File: config.mk
export PLATFORM = sky130hd
export DESIGN_NAME = rst_cause_capture
export DESIGN_NICKNAME = d
export VERILOG_FILES = /design/src/rtl/rcc_pkg.sv /design/src/rtl/rcc_rst_sync.sv /design/src/rtl/rcc_src_detect.sv /design/src/rtl/rcc_flag_reg.sv /design/src/rtl/rcc_stretch.sv /design/src/rtl/rst_cause_capture.sv
export SDC_FILE = /design/constraint.sdc
export NUM_CORES = 1
export LEC_CHECK = 0
export BUFFER_PORTS_ARGS = -buffer_cell sky130_fd_sc_hd__buf_2
export CELL_PAD_IN_SITES_DETAIL_PLACEMENT = 1
export CELL_PAD_IN_SITES_GLOBAL_PLACEMENT = 1
export CORE_MARGIN = 2
export CORE_UTILIZATION = 29
export DETAILED_ROUTE_END_ITERATION = 10
export GPL_TIMING_DRIVEN = 0
export PLACE_DENSITY = 0.81
export SLEW_MARGIN = 25
export SYNTH_ARGS = -nofsm -noshare
export SYNTH_HDL_FRONTEND = slang
export SYNTH_SLANG_ARGS = --single-unit
File: constraint.sdc
create_clock -name clk -period 1.7 [get_ports clk]
set_input_delay 0.255 -clock clk [delete_from_list [all_inputs] [get_ports clk]]
set_output_delay 0.255 -clock clk [all_outputs]
set_load 0.005 [all_outputs]
File: src/rtl/rcc_pkg.sv
// Package: shared constants and the flag-to-byte mapping for the reset
// cause capture block. Assumes five sources, indexed as below.
package rcc_pkg;

    localparam int NSRC     = 5;
    localparam int BYTE_W   = 8;

    // Source indices inside the internal flag vector
    localparam int IDX_LVD  = 0;
    localparam int IDX_ACC  = 1;
    localparam int IDX_PAR  = 2;
    localparam int IDX_WDT  = 3;
    localparam int IDX_TRAP = 4;

    // Bit positions inside the software-visible byte
    localparam int POS_LVD  = 0;
    localparam int POS_ACC  = 1;
    localparam int POS_PAR  = 2;
    localparam int POS_WDT  = 4;
    localparam int POS_TRAP = 7;

    typedef logic [NSRC-1:0] src_vec_t;

    // Spread the packed flags over the byte layout; unused bits stay 0
    function automatic logic [BYTE_W-1:0] pack_cause(input src_vec_t f);
        logic [BYTE_W-1:0] b;
        b           = '0;
        b[POS_LVD]  = f[IDX_LVD];
        b[POS_ACC]  = f[IDX_ACC];
        b[POS_PAR]  = f[IDX_PAR];
        b[POS_WDT]  = f[IDX_WDT];
        b[POS_TRAP] = f[IDX_TRAP];
        return b;
    endfunction

endpackage

File: src/rtl/rcc_rst_sync.sv
// Module: two-flop reset synchronizer.
// Asserts asynchronously when arst_n falls and releases synchronously
// after DEPTH rising edges. Assumes arst_n may change at any time.
module rcc_rst_sync #(
    parameter int DEPTH = 2
) (
    input  logic clk,
    input  logic arst_n,
    output logic srst_n
);

    logic [DEPTH-1:0] chain;

    // Shift ones in after release; clear the whole chain at once on assert
    always_ff @(posedge clk or negedge arst_n) begin
        if (!arst_n) begin
            chain <= '0;
        end else begin
            chain <= {chain[DEPTH-2:0], 1'b1};
        end
    end

    assign srst_n = chain[DEPTH-1];

endmodule

File: src/rtl/rcc_src_detect.sv
// Module: source request decode.
// Builds the request vector from the four pulse inputs and the opcode
// fetch stream. The trap is raised for a valid fetch of TRAP_OPC, and it
// is suppressed while debug emulation is active. Purely combinational.
module rcc_src_detect
    import rcc_pkg::*;
#(
    parameter int              OPC_W    = 8,
    parameter logic [OPC_W-1:0] TRAP_OPC = '1
) (
    input  logic             op_valid,
    input  logic [OPC_W-1:0] opcode,
    input  logic             dbg_emul,
    input  logic             wdt_req,
    input  logic             parity_req,
    input  logic             acc_req,
    input  logic             lvd_req,
    output src_vec_t         req
);

    logic trap_hit;

    // Decode the illegal opcode and apply the debug mask
    always_comb begin
        trap_hit = op_valid && (opcode == TRAP_OPC) && !dbg_emul;
    end

    // Assemble the request vector in flag index order
    always_comb begin
        req           = '0;
        req[IDX_LVD]  = lvd_req;
        req[IDX_ACC]  = acc_req;
        req[IDX_PAR]  = parity_req;
        req[IDX_WDT]  = wdt_req;
        req[IDX_TRAP] = trap_hit;
    end

endmodule

File: src/rtl/rcc_flag_reg.sv
// Module: sticky cause flags.
// Each flag sets on its request and stays until a read clear or the
// synchronous chip reset. A set on the same edge as a read clear wins.
// Assumes rst_n is already synchronous to clk.
module rcc_flag_reg
    import rcc_pkg::*;
(
    input  logic     clk,
    input  logic     rst_n,
    input  src_vec_t set_vec,
    input  logic     rd_clr,
    output src_vec_t flags
);

    // Clear-then-set update so new requests survive a clearing read
    always_ff @(posedge clk) begin
        if (!rst_n) begin
            flags <= '0;
        end else begin
            flags <= (rd_clr ? '0 : flags) | set_vec;
        end
    end

    // a sampled request is visible in its flag after the edge
    p_set_visible_r2: assert property (@(posedge clk) disable iff (!rst_n)
        (|set_vec) |=> ((flags & $past(set_vec)) == $past(set_vec)));

    // without a read clear no flag falls
    p_sticky_r2: assert property (@(posedge clk) disable iff (!rst_n)
        !rd_clr |=> ((flags & $past(flags)) == $past(flags)));

    // after a clearing read only the same-edge requests remain
    p_set_beats_clear_r6: assert property (@(posedge clk) disable iff (!rst_n)
        rd_clr |=> (flags == $past(set_vec)));

endmodule

File: src/rtl/rcc_stretch.sv
// Module: internal reset stretcher.
// Any request loads the counter with LEN; the output stays active until
// the counter runs out, LEN cycles after the last request. Assumes rst_n
// is synchronous to clk.
module rcc_stretch #(
    parameter int LEN = 16
) (
    input  logic clk,
    input  logic rst_n,
    input  logic trig,
    output logic active
);

    localparam int CNT_W = $clog2(LEN + 1);

    logic [CNT_W-1:0] cnt;

    // Reload on a request, otherwise count down to zero
    always_ff @(posedge clk) begin
        if (!rst_n) begin
            cnt <= '0;
        end else if (trig) begin
            cnt <= CNT_W'(LEN);
        end else if (cnt != '0) begin
            cnt <= cnt - 1'b1;
        end
    end

    // Registered active flag, low once the final counted cycle passes
    always_ff @(posedge clk) begin
        if (!rst_n) begin
            active <= 1'b0;
        end else begin
            active <= trig || (cnt > CNT_W'(1));
        end
    end

    // a request starts the stretch with a full count
    p_start_r9: assert property (@(posedge clk) disable iff (!rst_n)
        trig |=> (active && cnt == CNT_W'(LEN)));

    // the last counted cycle releases the reset
    p_release_r9: assert property (@(posedge clk) disable iff (!rst_n)
        (!trig && cnt == CNT_W'(1)) |=> !active);

    // an idle stretcher stays idle without a request
    p_idle_r9: assert property (@(posedge clk) disable iff (!rst_n)
        (!trig && cnt == '0) |=> !active);

endmodule

File: src/rtl/rst_cause_capture.sv
// Module: reset cause capture top.
// Synchronizes the two chip resets, decodes the five internal reset
// sources, keeps the sticky cause byte on a read-to-clear bus port and
// drives the stretched internal reset. Assumes single-cycle bus reads
// with combinational read data.
module rst_cause_capture
    import rcc_pkg::*;
#(
    parameter int              ADDR_W      = 4,
    parameter logic [ADDR_W-1:0] REG_ADDR  = 4'hA,
    parameter int              STRETCH_LEN = 16,
    parameter int              SYNC_DEPTH  = 2
) (
    input  logic              clk,
    input  logic              por_n,
    input  logic              ext_rst_n,
    input  logic              dbg_emul,
    input  logic              op_valid,
    input  logic [7:0]        opcode,
    input  logic              wdt_req,
    input  logic              parity_req,
    input  logic              acc_req,
    input  logic              lvd_req,
    input  logic              bus_en,
    input  logic              bus_we,
    input  logic [ADDR_W-1:0] bus_addr,
    input  logic [7:0]        bus_wdata,
    output logic [7:0]        bus_rdata,
    output logic              int_rst_n
);

    logic     chip_arst_n;
    logic     sys_rst_n;
    src_vec_t req;
    src_vec_t flags;
    logic     rd_hit;
    logic     stretch_on;
    logic     unused_wdata;

    // Either asynchronous reset resets the block
    assign chip_arst_n  = por_n & ext_rst_n;
    assign unused_wdata = ^bus_wdata;

    rcc_rst_sync #(.DEPTH(SYNC_DEPTH)) u_sync (
        .clk    (clk),
        .arst_n (chip_arst_n),
        .srst_n (sys_rst_n)
    );

    rcc_src_detect #(.OPC_W(8), .TRAP_OPC(8'hFF)) u_detect (
        .op_valid   (op_valid),
        .opcode     (opcode),
        .dbg_emul   (dbg_emul),
        .wdt_req    (wdt_req),
        .parity_req (parity_req),
        .acc_req    (acc_req),
        .lvd_req    (lvd_req),
        .req        (req)
    );

    // Decode a read of the cause byte
    always_comb begin
        rd_hit = bus_en && !bus_we && (bus_addr == REG_ADDR);
    end

    rcc_flag_reg u_flags (
        .clk     (clk),
        .rst_n   (sys_rst_n),
        .set_vec (req),
        .rd_clr  (rd_hit),
        .flags   (flags)
    );

    rcc_stretch #(.LEN(STRETCH_LEN)) u_stretch (
        .clk    (clk),
        .rst_n  (sys_rst_n),
        .trig   (|req),
        .active (stretch_on)
    );

    // Return the pre-clear byte on a hit, zero elsewhere
    always_comb begin
        bus_rdata = rd_hit ? pack_cause(flags) : 8'h00;
    end

    assign int_rst_n = !stretch_on;

    // writes and foreign addresses leave the flags alone
    p_no_write_effect_r11: assert property (@(posedge clk) disable iff (!sys_rst_n)
        (!rd_hit && !(|req)) |=> (flags == $past(flags)));

    // the trap flag does not rise while debug emulation is on
    p_dbg_mask_r8: assert property (@(posedge clk) disable iff (!sys_rst_n)
        (dbg_emul && !rd_hit) |=> (flags[IDX_TRAP] == $past(flags[IDX_TRAP])));

    // the internal reset never drops a flag by itself
    p_int_keeps_flags_r10: assert property (@(posedge clk) disable iff (!sys_rst_n)
        (stretch_on && !rd_hit) |=> ((flags & $past(flags)) == $past(flags)));

endmodule

==> metrics.md <==
| Metric | Value |
|---|---|
| Reg2Reg Depth | 5 |
| Reg2reg start | u_stretch.cnt[0]$_SDFFE_PP0P_ |
| Gr usage total | 12.7% |
| Vias in the first global route | 684 |
| Postcts setup bufs | 0 |
| Combinational power share | between 10% and 20% |
| Worst Path Required | ~1.8 ns |
| Area share of the leading cell type in the synthesized netlist | 32.4% |
| Netlist Area Pre-Place | a little under 700 um^2 |
| Nets | approximately 140 |
| Placer congestion estimate | 0.738 |
| DR DRC count | 0 |
| DR iter-0 viols | 5 |
| Max_cap viols | 0 |
| Worst path arrival time | about 1.6 ns |
| Status | completed |
| Layout Cells excl Fill | about 140 |
| Htree depth | 1 |
| Reg-to-reg endpoint | u_stretch.cnt[1]$_SDFFE_PP0P_ |
| Clock Latency Late Sink | 0.27 ns |
| Die height | 52.4 um |
| CP Class | flip-flop to flip-flop |
| Clock Sinks | 13 |
| Commonest cells after routing, fill and taps aside | buf_2 (28), dfxtp_1 (11), o21a_1 (7) |
| DR vias/cell | ~4.6 |
| CTS root buf | clkbuf_4 |
| Crit path max fanout | 5 |
| Fillers | a little under 300 |
| Antenna diodes | 0 |
| Initial DRT Pass Iterations | 3 |
| Wirelength, routed | 1540 um |
| Syn_area_per_cell | 9.45 um^2 |
| Area Overhead vs Synth | 33.6% |
| Syn. warnings | 0 |
| Global route overflow | 0 |
| Fin util | between 40% and 50% |
| Core ar. | approximately 2200 um^2 |
| Worst clock skew | ~0.0042 ns |
| RSZ-0062 raised after global routing | false |
| Fin crit period | between 1 and 1.5 ns |
| Type of the most critical hold path | input pin to flip-flop |
| Die Width | 52.4 um |
| CTS clk-pin slew, worst paths | about 0.08 ns |
| Largest net degree at the start of global routing | 11 |
| ANT nets after route | 0 |
| Syn Inst Count | 72 |
| WL/cell | ~11 um |
| Post-synth top area cell | dfxtp_1 |
| First-pass GRT wire length | 2580 um |
| Pint | roughly 0.00046 W |
| Clk pwr share | 31.6% |
| Count of different cell masters after synthesis | 30 |
| I/O Buffers | 28 |
| Dpl cells | 130 |
| Pwr dens | between 600 and 700 nW/um^2 |
| VDD IR-drop max | between 0.2 and 0.3 mV |
| Fin Hold WS | 0.245 ns |
| NetSw | 0.000145 W |
| Seq cells post-synth | 13 |
| Hpwl dp | roughly 1300 um |
| Commonest non-fill, non-tap cell in the layout | buf_2 |
| CTS tree | done |
| Starting Density | a little under a third |
| Final hold viol count | 0 |
| Layout cell share with drive strength beyond 1 | approximately 37% |
| Net Sw Frac | 24.0% |
| Hold wc startpoint | lvd_req |
| Cts bufs inserted | 3 |
| Synth area leaders | dfxtp_1 (32%), o21a_1 (7.7%), dfrtp_1 (7.4%), and3_1 (4.6%), ha_1 (3.7%) |
| Final setup fails | 0 |
| Setup TNS | 0 ns |
| Fmax | between 600 and 700 MHz |
| Tcrit/Tclk final | 88.0% |
| Sequential fraction of design power | a little over half |
| Die ar. | approximately 2800 um^2 |
| Via count | around 630 |
| Crit path launch type | flip-flop |
| Post-synthesis sequential area ratio | between 30% and 40% |
| R2R Setup Slk | between 0.2 and 0.25 ns |
| Clk buf depth | 2 |
| Hold EP | u_flags.flags[0]$_SDFF_PN0_ |
| Crit. End Element | flip-flop |
| Core Rows | 17 |
| Initial antenna violation count | 0 |
| Num ports | 40 |
| Count of pins over their slew limit | 0 |
| Hold Path Cell Cnt | 2 |
| Leak pwr | 0.427 nW |
==> worst max path at each step <==
stage | start | end | cells past startpoint
6_report | u_stretch.cnt[0]$_SDFFE_PP0P_ | u_stretch.cnt[1]$_SDFFE_PP0P_ | 5
5_1_grt | u_stretch.cnt[0]$_SDFFE_PP0P_ | u_stretch.cnt[1]$_SDFFE_PP0P_ | 5
4_1_cts | u_stretch.cnt[0]$_SDFFE_PP0P_ | u_stretch.cnt[1]$_SDFFE_PP0P_ | 5
3_5_place_dp | u_stretch.cnt[0]$_SDFFE_PP0P_ | u_stretch.cnt[1]$_SDFFE_PP0P_ | 5
3_3_place_gp | u_stretch.cnt[0]$_SDFFE_PP0P_ | u_stretch.cnt[1]$_SDFFE_PP0P_ | 5
2_1_floorplan | u_stretch.cnt[0]$_SDFFE_PP0P_ | u_stretch.cnt[1]$_SDFFE_PP0P_ | 5
==> flip-flops by register name, summed over array words and instances, names as in the netlist <==
register / cells
u_flags.flags: 5
u_stretch.cnt: 5
u_sync.chain: 2
u_stretch.active: 1
==> routing by layer <==
layer | share of wire (%) | routed length (um) | track usage [%]
met1 | 38 | 589 | 11.7
met2 | 54 | 833 | 25.2
met4 | 0.59 | 9 | 6.41
met3 | 6.8 | 104 | 2.86
met5 | 0 | 0 | 0
==> synthesized netlist by cell type <==
| library cell | count |
|---|---|
| dfxtp_1 | 11 |
| o21a_1 | 7 |
| and3_1 | 5 |
| nor3_1 | 5 |
| inv_1 | 4 |
| nor2_1 | 4 |
| a21boi_0 | 3 |
| buf_4 | 3 |
| a21boi_1 | 2 |
| clkbuf_2 | 2 |
| conb_1 | 2 |
| dfrtp_1 | 2 |
| ha_1 | 2 |
| nand2b_1 | 2 |
| nand4_1 | 2 |
| nor2b_1 | 2 |
| a211oi_2 | 1 |
| a21oi_1 | 1 |
| and2_1 | 1 |
| clkbuf_1 | 1 |
| nor3b_1 | 1 |
| nor4_4 | 1 |
| nor4b_1 | 1 |
| nor4bb_1 | 1 |
| o211ai_1 | 1 |
| o21ai_0 | 1 |
| o21ai_1 | 1 |
| o311ai_2 | 1 |
| or4b_4 | 1 |
| xnor2_1 | 1 |
==> per-stage QoR <==
| stage | setup WS, ns | total power (W) | cell area (um^2) |
|---|---|---|---|
| after global placement | 0.278 | 0.000413 | 863 |
| after floorplan | 0.357 | 0.000379 | 688 |
| after detailed placement | 0.208 | 0.000419 | 863 |
| after CTS | 0.188 | 0.000616 | 910 |
| after global routing | 0.115 | 0.000643 | 910 |
| final | 0.204 | 0.000605 | 910 |
==> critical path: stages, from the launching register on <==
cell,delay [ns]
dfxtp_1,0.35
inv_1,0.09
ha_1,0.23
or4b_4,0.50
nor2_1,0.14
a211oi_2,0.06
==> cells by family after synthesis <==
logic type                 share of synthesized area, %
other                                              1.10
buffers and inverters                              7.54
and+or+nand+nor                                    25.9
xor gates and xnor gates                           1.29
AOI/OAI and AO/OA                                  20.8
adders and majority gates                          3.68
DFF                                                39.7
==> what timing repair did <==
item | CTS | global route
hold endpoints to repair | 2 | 0
gates resized for setup | 0 | 0
hold buffers | 2 | 0
setup endpoints to repair | 0 | 0
==> power groups by stage <==
| stage | clock network, W | registers, W | logic [W] |
|---|---|---|---|
| 2_1_floorplan | 0 | 0.000330 | 0.0000487 |
| 3_3_place_gp | 0 | 0.000331 | 0.0000821 |
| 3_5_place_dp | 0 | 0.000332 | 0.0000861 |
| 4_1_cts | 0.000200 | 0.000325 | 0.0000899 |
| 5_1_grt | 0.000217 | 0.000327 | 0.0000988 |
| 6_report | 0.000191 | 0.000325 | 0.0000885 |
==> layout make-up <==
class / count / area (um^2) / area share, %
well taps: 28 / 35.0 / 3.85
multi-input cells: 51 / 367 / 40.3
plain buffers: 6 / 36.3 / 3.99
clock buffers: 4 / 26.3 / 2.89
flip-flops and latches: 13 / 270 / 29.7
repair buffers: 30 / 160 / 17.6
inverters: 4 / 15.0 / 1.65
Note: power is estimated with default switching activity, not from simulation.
